**src/rtl/jrp_pkg.sv**
```systemverilog
`timescale 1ns/1ps
package jrp_pkg;

  localparam int IDX_W = 7;
  localparam int SEL_W = IDX_W + 1;

  typedef enum logic {
    PH_SELECT = 1'b0,
    PH_DATA   = 1'b1
  } phase_e;

  typedef struct packed {
    logic             wr;
    logic [IDX_W-1:0] idx;
  } sel_t;

  // Selection word layout: direction flag on top, index below.
  function automatic sel_t decode_select(input logic [SEL_W-1:0] raw);
    sel_t s;
    s.wr  = raw[SEL_W-1];
    s.idx = raw[IDX_W-1:0];
    return s;
  endfunction

  function automatic logic [SEL_W-1:0] encode_select(input sel_t s);
    return {s.wr, s.idx};
  endfunction

  // True when the index names a storage register.
  function automatic logic idx_writable(input logic [IDX_W-1:0] idx, input int count);
    return int'(idx) < count;
  endfunction

  function automatic phase_e next_phase(input phase_e p);
    return (p == PH_SELECT) ? PH_DATA : PH_SELECT;
  endfunction

endpackage

```
**src/rtl/jrp_shifter.sv**
```systemverilog
`timescale 1ns/1ps
module jrp_shifter
  import jrp_pkg::*;
#(
  parameter int DATA_W = 32
) (
  input  logic              tck,
  input  logic              trst_n,
  input  logic              capture_dr,
  input  logic              shift_dr,
  input  logic              tdi,
  input  phase_e            phase,
  input  logic [DATA_W-1:0] cap_value,
  output logic [DATA_W-1:0] sr,
  output logic              tdo
);

  localparam int TOP_DATA = DATA_W - 1;
  localparam int TOP_SEL  = SEL_W - 1;

  logic [DATA_W-1:0] sr_q;

  // One shift step: move toward bit 0 and enter TDI at the scan's top bit.
  function automatic logic [DATA_W-1:0] shift_step(
    input logic [DATA_W-1:0] cur,
    input logic              bit_in,
    input phase_e            ph
  );
    logic [DATA_W-1:0] nxt;
    nxt = cur >> 1;
    if (ph == PH_SELECT) nxt[TOP_SEL] = bit_in;
    else                 nxt[TOP_DATA] = bit_in;
    return nxt;
  endfunction

  always_ff @(posedge tck or negedge trst_n) begin
    if (!trst_n) begin
      sr_q <= '0;
    end else if (capture_dr) begin
      sr_q <= cap_value;
    end else if (shift_dr) begin
      sr_q <= shift_step(sr_q, tdi, phase);
    end
  end

  assign sr  = sr_q;
  assign tdo = sr_q[0];

endmodule

```
**src/rtl/jrp_sequencer.sv**
```systemverilog
`timescale 1ns/1ps
module jrp_sequencer
  import jrp_pkg::*;
(
  input  logic             tck,
  input  logic             trst_n,
  input  logic             update_dr,
  input  logic [SEL_W-1:0] sel_bits,
  output phase_e           phase,
  output sel_t             sel,
  output logic             commit
);

  phase_e phase_q;
  sel_t   sel_q;

  always_ff @(posedge tck or negedge trst_n) begin
    if (!trst_n) begin
      phase_q <= PH_SELECT;
      sel_q   <= '0;
    end else if (update_dr) begin
      if (phase_q == PH_SELECT) sel_q <= decode_select(sel_bits);
      phase_q <= next_phase(phase_q);
    end
  end

  assign phase  = phase_q;
  assign sel    = sel_q;
  assign commit = update_dr && (phase_q == PH_DATA) && sel_q.wr;

endmodule

```
**src/rtl/jrp_regbank.sv**
```systemverilog
`timescale 1ns/1ps
module jrp_regbank
  import jrp_pkg::*;
#(
  parameter int          DATA_W    = 32,
  parameter int          REG_COUNT = 16,
  parameter int          ID_INDEX  = 127,
  parameter logic [31:0] ID_VALUE  = 32'h5EED_C0DE
) (
  input  logic                 tck,
  input  logic                 trst_n,
  input  logic [IDX_W-1:0]     rd_idx,
  input  logic                 wr_en,
  input  logic [IDX_W-1:0]     wr_idx,
  input  logic [DATA_W-1:0]    wr_data,
  output logic [DATA_W-1:0]    rd_data,
  output logic [REG_COUNT-1:0] wr_vec
);

  localparam logic [IDX_W-1:0]  ID_IDX = IDX_W'(ID_INDEX);
  localparam logic [DATA_W-1:0] ID_WORD = DATA_W'(ID_VALUE);

  logic [REG_COUNT-1:0][DATA_W-1:0] slot;

  for (genvar g = 0; g < REG_COUNT; g++) begin : g_reg
    logic [DATA_W-1:0] q;
    assign wr_vec[g] = wr_en && (wr_idx == IDX_W'(g));
    always_ff @(posedge tck or negedge trst_n) begin
      if (!trst_n)        q <= '0;
      else if (wr_vec[g]) q <= wr_data;
    end
    assign slot[g] = q;
  end

  always_comb begin
    rd_data = '0;
    if (idx_writable(rd_idx, REG_COUNT)) begin
      for (int i = 0; i < REG_COUNT; i++) begin
        if (rd_idx == IDX_W'(i)) rd_data = slot[i];
      end
    end else if (rd_idx == ID_IDX) begin
      rd_data = ID_WORD;
    end
  end

endmodule

```
**src/rtl/jtag_regbank_port.sv**
```systemverilog
`timescale 1ns/1ps
module jtag_regbank_port
  import jrp_pkg::*;
#(
  parameter int          DATA_W    = 32,
  parameter int          REG_COUNT = 16,
  parameter int          ID_INDEX  = 127,
  parameter logic [31:0] ID_VALUE  = 32'h5EED_C0DE
) (
  input  logic tck,
  input  logic trst_n,
  input  logic capture_dr,
  input  logic shift_dr,
  input  logic update_dr,
  input  logic tdi,
  output logic tdo
);

  phase_e                phase_w;
  sel_t                  sel_w;
  logic                  commit_w;
  logic [DATA_W-1:0]     sr_w;
  logic [DATA_W-1:0]     rd_data_w;
  logic [DATA_W-1:0]     cap_w;
  logic [REG_COUNT-1:0]  wr_vec_w;
  logic                  phase_bit_w;
  logic                  sel_wr_w;
  logic [IDX_W-1:0]      sel_idx_w;

  assign phase_bit_w = (phase_w == PH_DATA);
  assign sel_wr_w    = sel_w.wr;
  assign sel_idx_w   = sel_w.idx;

  // Capture source: latched selection in the first scan, register data in the second.
  always_comb begin
    cap_w = '0;
    if (phase_w == PH_SELECT) cap_w[SEL_W-1:0] = encode_select(sel_w);
    else                      cap_w = rd_data_w;
  end

  jrp_sequencer u_seq (
    .tck      (tck),
    .trst_n   (trst_n),
    .update_dr(update_dr),
    .sel_bits (sr_w[SEL_W-1:0]),
    .phase    (phase_w),
    .sel      (sel_w),
    .commit   (commit_w)
  );

  jrp_shifter #(.DATA_W(DATA_W)) u_shift (
    .tck       (tck),
    .trst_n    (trst_n),
    .capture_dr(capture_dr),
    .shift_dr  (shift_dr),
    .tdi       (tdi),
    .phase     (phase_w),
    .cap_value (cap_w),
    .sr        (sr_w),
    .tdo       (tdo)
  );

  jrp_regbank #(
    .DATA_W   (DATA_W),
    .REG_COUNT(REG_COUNT),
    .ID_INDEX (ID_INDEX),
    .ID_VALUE (ID_VALUE)
  ) u_bank (
    .tck    (tck),
    .trst_n (trst_n),
    .rd_idx (sel_w.idx),
    .wr_en  (commit_w),
    .wr_idx (sel_w.idx),
    .wr_data(sr_w),
    .rd_data(rd_data_w),
    .wr_vec (wr_vec_w)
  );

endmodule

```
**config.mk**
```make
export PLATFORM = sky130hd
export DESIGN_NAME = jtag_regbank_port
export DESIGN_NICKNAME = d
export VERILOG_FILES = /design/src/rtl/jrp_pkg.sv /design/src/rtl/jrp_shifter.sv /design/src/rtl/jrp_sequencer.sv /design/src/rtl/jrp_regbank.sv /design/src/rtl/jtag_regbank_port.sv
export SDC_FILE = /design/constraint.sdc
export NUM_CORES = 1
export LEC_CHECK = 0
export CAP_MARGIN = 20
export CORE_UTILIZATION = 30
export DETAILED_ROUTE_END_ITERATION = 12
export GPL_TIMING_DRIVEN = 0
export MAX_ROUTING_LAYER = met4
export PLACE_DENSITY = 0.42
export SYNTH_ARGS = -nofsm -noshare
export SYNTH_HDL_FRONTEND = slang
export SYNTH_HIERARCHICAL = 1
export SYNTH_SLANG_ARGS = --single-unit
export TNS_END_PERCENT = 20
```
**constraint.sdc**
```tcl
create_clock -name tck -period 3 [get_ports tck]
set_input_delay 0.75 -clock tck [delete_from_list [all_inputs] [get_ports tck]]
set_output_delay 0.75 -clock tck [all_outputs]
set_load 0.01 [all_outputs]
```
# Word level (Yosys, flattened, before mapping)

Cells that the tools add are included.

Add/subtract/negate cells: 0
Multipliers: 0
Divide/modulo/power cells: 0
Magnitude comparators: 1
Eq/ne operators: 16
Shift operators: 0
Multiplexer cells: 25
Bitwise logic cells: 1
Reduce and logical (&&, ||, !) cells: 21

Operators by type and width:

| cell                                                                          | number |
|---|---|
| 32-bit 2-to-1 mux                                                             | 19 |
| 7-bit by 4-bit equality test with 1-bit output (second input constant)        | 8 |
| 31-bit 2-to-1 mux                                                             | 1 |
| 7-bit by 3-bit equality test with 1-bit output (second input constant)        | 4 |
| 24-bit 2-to-1 mux                                                             | 1 |
| 1-bit logical AND                                                             | 18 |
| 7-bit by 2-bit equality test with 1-bit output (second input constant)        | 2 |
| 8-bit 2-to-1 mux                                                              | 1 |
| 7-bit by 1-bit equality test with 1-bit output (second input constant)        | 1 |
| 7-bit equality test (second input constant)                                   | 1 |
| 7-bit zero test                                                               | 1 |
| 7-bit by 5-bit less-than comparator with 1-bit output (second input constant) | 1 |
| 1-bit 2-to-1 mux                                                              | 3 |
| 2-bit AND reduction                                                           | 1 |
| 2-bit nonzero test                                                            | 1 |
| 1-bit NOT                                                                     | 1 |

Flip-flop bits (word level): 553
Latch bits: 0
Memory bits (writable): 0
Memory bits (read-only): 0
Output and inout bits: 1
Word-level logic and storage cells: 84
Memories kept: 0

# Depth between registers and ports, before layout

Depth after elaboration: 20
Mapped depth: 14
Mapped depth without buffers: 9

# Modules after synthesis

The synthesis kept the hierarchy.

By module, submodules not included:

| module            | times used | cells each | area each (µm²) | sequential area each (µm²) |
|---|---|---|---|---|
| jrp_regbank       | 1          | 2420       | 24429.7         | 12812.3 |
| jrp_shifter       | 1          | 144        | 1537.7          | 800.8 |
| jrp_sequencer     | 1          | 21         | 386.6           | 225.2 |
| jtag_regbank_port | 1          | 35         | 289.0           | 0.0 |

# Worst setup path before layout

No wires, ideal clock.

Path kind: input to register
From: input port update_dr
To: register u_bank.g_reg[3].q[10]
Arrival time: 2473 ps
Path slack: 402 ps
Cell stages on the path: 7
Path buffers: 1
Cell sequence: and3_2 -> nor4b_1 -> and2b_1 -> nand2b_1 -> nor2_1 -> buf_2 -> mux2_2

Word-level cells in the longest chain between the ends: 3

RTL lines:

| what                           | line                    | source |
|---|---|---|
| start, declared                | jtag_regbank_port.sv:14 | `input logic update_dr,` |
| 1-bit logical AND (2 in a row) | jrp_sequencer.sv:29     | `assign commit = update_dr && (phase_q == PH_DATA) && sel_q.wr;` |
| 1-bit logical AND              | jrp_regbank.sv:27       | `assign wr_vec[g] = wr_en && (wr_idx == IDX_W'(g));` |
| end signal, assigned           | jrp_regbank.sv:30       | `else if (wr_vec[g]) q <= wr_data;` |
| end, declared                  | jrp_regbank.sv:26       | `logic [DATA_W-1:0] q;` |

No other way between the ends.
A chain may end at the register's enable or synchronous reset.

# Final worst setup path

From: register u_seq.sel_q (netlist bit u_seq/sel[5])
To: register u_shift.sr_q[18], in the netlist u_shift/sr[18]

Word-level cells in the longest chain between the ends: 20
Elaborated cells on any way between the ends: 38
Classes of those cells: order compare: 1; eq/ne: 16; mux: 20; reduce/logical: 1

RTL lines:

| what                            | line                    | source |
|---|---|---|
| start, declared                 | jrp_sequencer.sv:15     | `sel_t sel_q;` |
| start signal, assigned          | jrp_sequencer.sv:22     | `if (phase_q == PH_SELECT) sel_q <= decode_select(sel_bits);` |
| 7-bit zero test                 | jrp_regbank.sv:39       | `if (rd_idx == IDX_W'(i)) rd_data = slot[i];` |
| 32-bit 2-to-1 mux (16 in a row) | jrp_regbank.sv:39       |  |
| 32-bit 2-to-1 mux (*)           | jrp_regbank.sv:37       | `if (idx_writable(rd_idx, REG_COUNT)) begin` |
| named net rd_data_w[18]         | jtag_regbank_port.sv:23 | `logic [DATA_W-1:0] rd_data_w;` |
| 24-bit 2-to-1 mux (*)           | jtag_regbank_port.sv:37 | `if (phase_w == PH_SELECT) cap_w[SEL_W-1:0] = encode_select(sel_w);` |
| named net cap_w[18]             | jtag_regbank_port.sv:24 | `logic [DATA_W-1:0] cap_w;` |
| 32-bit 2-to-1 mux (*)           | jrp_shifter.sv:39       | `end else if (capture_dr) begin` |
| end signal, assigned            | jrp_shifter.sv:40       | `sr_q <= cap_value;` |
| end signal, assigned            | jrp_shifter.sv:42       | `sr_q <= shift_step(sr_q, tdi, phase);` |
| end, declared                   | jrp_shifter.sv:21       | `logic [DATA_W-1:0] sr_q;` |

Mark *: on every way through the listed nets, which the timed path passes. The rest lies on a longest branch.

==> qor.yml <==
run_status:
  status: "finished, violations left"
  violations: "setup timing"
critical_path:
  worstPathArrival_ns: 3.54
  critPathKind: "flop to flop"
  crit_top_cell: "buf_6"
  start_kind: "flop"
  ff2ff_setup_slack_ns: -0.06
  cp_slowest_stage_delay_ns: 0.45
  crit_required_ns: 3.48
  endpoint_kind: "flop"
  ff2ff_path_depth: 11
  worstPathMaxFanout: 10
  timing.critical_path.buf_inv: 3
  reg2reg_from: "u_seq/sel[5]$_DFFE_PN0P_"
  r2r-end: "u_shift/sr[18]$_DFFE_PN0P_"
  cp_cell_sequence: "buf_12, or3_4, nor2_4, buf_6, buf_6, nor2_1, o211ai_1, a21oi_1, and2_1, nand2_1, o21ai_1"
  path_delay_family: "simple AND/OR/NAND/NOR gates"
  slowest_stage: "dfrtp_2"
clock_tree:
  clock_latency_ns: 0.63
  cts_tree: "built"
  cts_buffers: 69
  cts-htree-levels: 3
  cts_root_buf: "clkbuf_16"
  clk_pin_slew_ns: 0.06
  cts_max_path_buffers: 3
  clock_sinks: 553
  holdBufCountCts: 0
sta:
  fin_crit_sh: 1.02
  skew_ns: 0.0333
  hold_ws_ns: 0.0372
  drv_slew: 0
  finalSetupViolCount: 19
  tightest_slew_ns: 1.23
  period_needed_ns: 3.06
  slew_headroom: 0.178
  fmax_mhz: 327
  rsz0062_at_grt: "true"
  finalWorstSetupSlack_ns: -0.0578
  hold_viol: 0
layout:
  layout-drive-gt1-share: 0.276
  mostFrequentLayoutCells: "752 x nand2_1, 545 x dfrtp_1, 313 x mux2_2, 92 x o21ai_0, 89 x a21oi_1"
  fin_area_um2: 32600
  final_common_cell: "nand2_1"
  fin_util: 0.374
  fin_nets: 2782
  area_growth_pct: 22.6
synthesis:
  postSynthAreaPerCell_um2: 10.2
  synthesis.nets: 2623
  syn-cell-area_um2: 26600
  yosys_warnings: 6
  synth_cells: 2617
power:
  leakage_nw: 15.6
  vdd_drop_max_uv: 377
  p_total_mw: 24.0
  power_density_nw_per_um2: 735
place:
  port_buffers: 4
  place_hpwl_mm: 91.3
  postPlaceCellArea_um2: 28600
  place.gp.congestion: 0.971
floorplan:
  coreArea_um2: 87300
  die-area_um2: 90000
  ios: 7
  die-height_um: 300
  start_util: 0.305
  num_rows: 108
  die_width_um: 300
routing:
  drt_pass1_iterations: 5
  vias: 22800
  antenna_left: 0
  post_drt_wl_per_cell_um: 33.6
  first_iter_violations: 2901
  drt-total-wl_mm: 134
  drc: 0
  vias_per_cell: 5.72
global_route:
  grt_pass1_vias: 22000
  gr-total-overflow: 0
  grt_pass1_wl_mm: 184
  antenna_found_initial: 9
  grt.total_usage: 0.305
  grt_max_degree: 102
min_path:
  min_path_type: "input pin to asynchronous set/reset pin"
run:
  drv_cap: 0
## flip-flops by register name (all words and copies together), names as in the netlist
| signal | count |
|---|---|
| u_seq/sel | 8 |
| u_seq/phase | 1 |
| u_bank/g.q | 512 |
| u_shift/sr | 32 |
## where the power goes
group / leakage (nW) / total [mW] / internal [mW] / switching [mW]
logic: 6.81 / 7.46 / 2.43 / 5.04
clock network: 1.13 / 8.51 / 5.04 / 3.47
registers: 7.67 / 8.03 / 7.63 / 0.406
## per-stage QoR
stage          cells  setup TNS (ns)  worst slack [ns]
2_1_floorplan   2617               0             0.402
3_3_place_gp    3776               -            -24.92
3_5_place_dp    3802         -621.37             -2.19
4_1_cts         3950        -0.00344          -0.00344
5_1_grt         3982         -0.0907           -0.0497
6_report        3985          -0.425           -0.0578
## layer usage
metal | routed length, um | vias up | share of wire | GRT usage
met3 | 13100 | 290 | 0.098 | 0.0733
li1 | - | 9372 | - | -
met2 | 58300 | 1301 | 0.44 | 0.443
met1 | 55800 | 11800 | 0.42 | 0.402
met5 | 0 | - | 0 | -
met4 | 6530 | 0 | 0.049 | 0.133
## how the worst max path moves through the flow
stage                                        endpoint  depth (start not counted)  slack (ns)                      from
global placement    u_bank/g_reg[0].q[23]$_DFFE_PN0P_                          1      -24.92                    trst_n
global route               u_shift/sr[31]$_DFFE_PN0P_                         12       -0.05  u_seq/sel[5]$_DFFE_PN0P_
detailed placement          u_shift/sr[7]$_DFFE_PN0P_                         12       -2.19  u_seq/sel[0]$_DFFE_PN0P_
finish                     u_shift/sr[18]$_DFFE_PN0P_                         11       -0.06  u_seq/sel[5]$_DFFE_PN0P_
floorplan           u_bank/g_reg[3].q[10]$_DFFE_PN0P_                          7        0.40                 update_dr
CTS                         u_shift/sr[5]$_DFFE_PN0P_                         11      -0.003  u_seq/sel[4]$_DFFE_PN0P_
## timing repair
item | 4_1_cts | 5_1_grt
setup endpoints to repair | 524 | 227
buffers inserted | 34 | 31
resized for setup | 300 | 58
pin swaps | 23 | 26
## final cells by class
class | count | area [um^2]
fillers | 8771 | 54700
flip-flops and latches | 553 | 13900
multi-input cells | 1835 | 12300
clock buffers | 101 | 2070
plain buffers | 204 | 1570
well taps | 1155 | 1450
repair buffers | 95 | 1120
clock inverters | 19 | 193
inverters | 18 | 77.6
diodes | 5 | 12.5
Note: power is estimated with default switching activity, not from simulation.
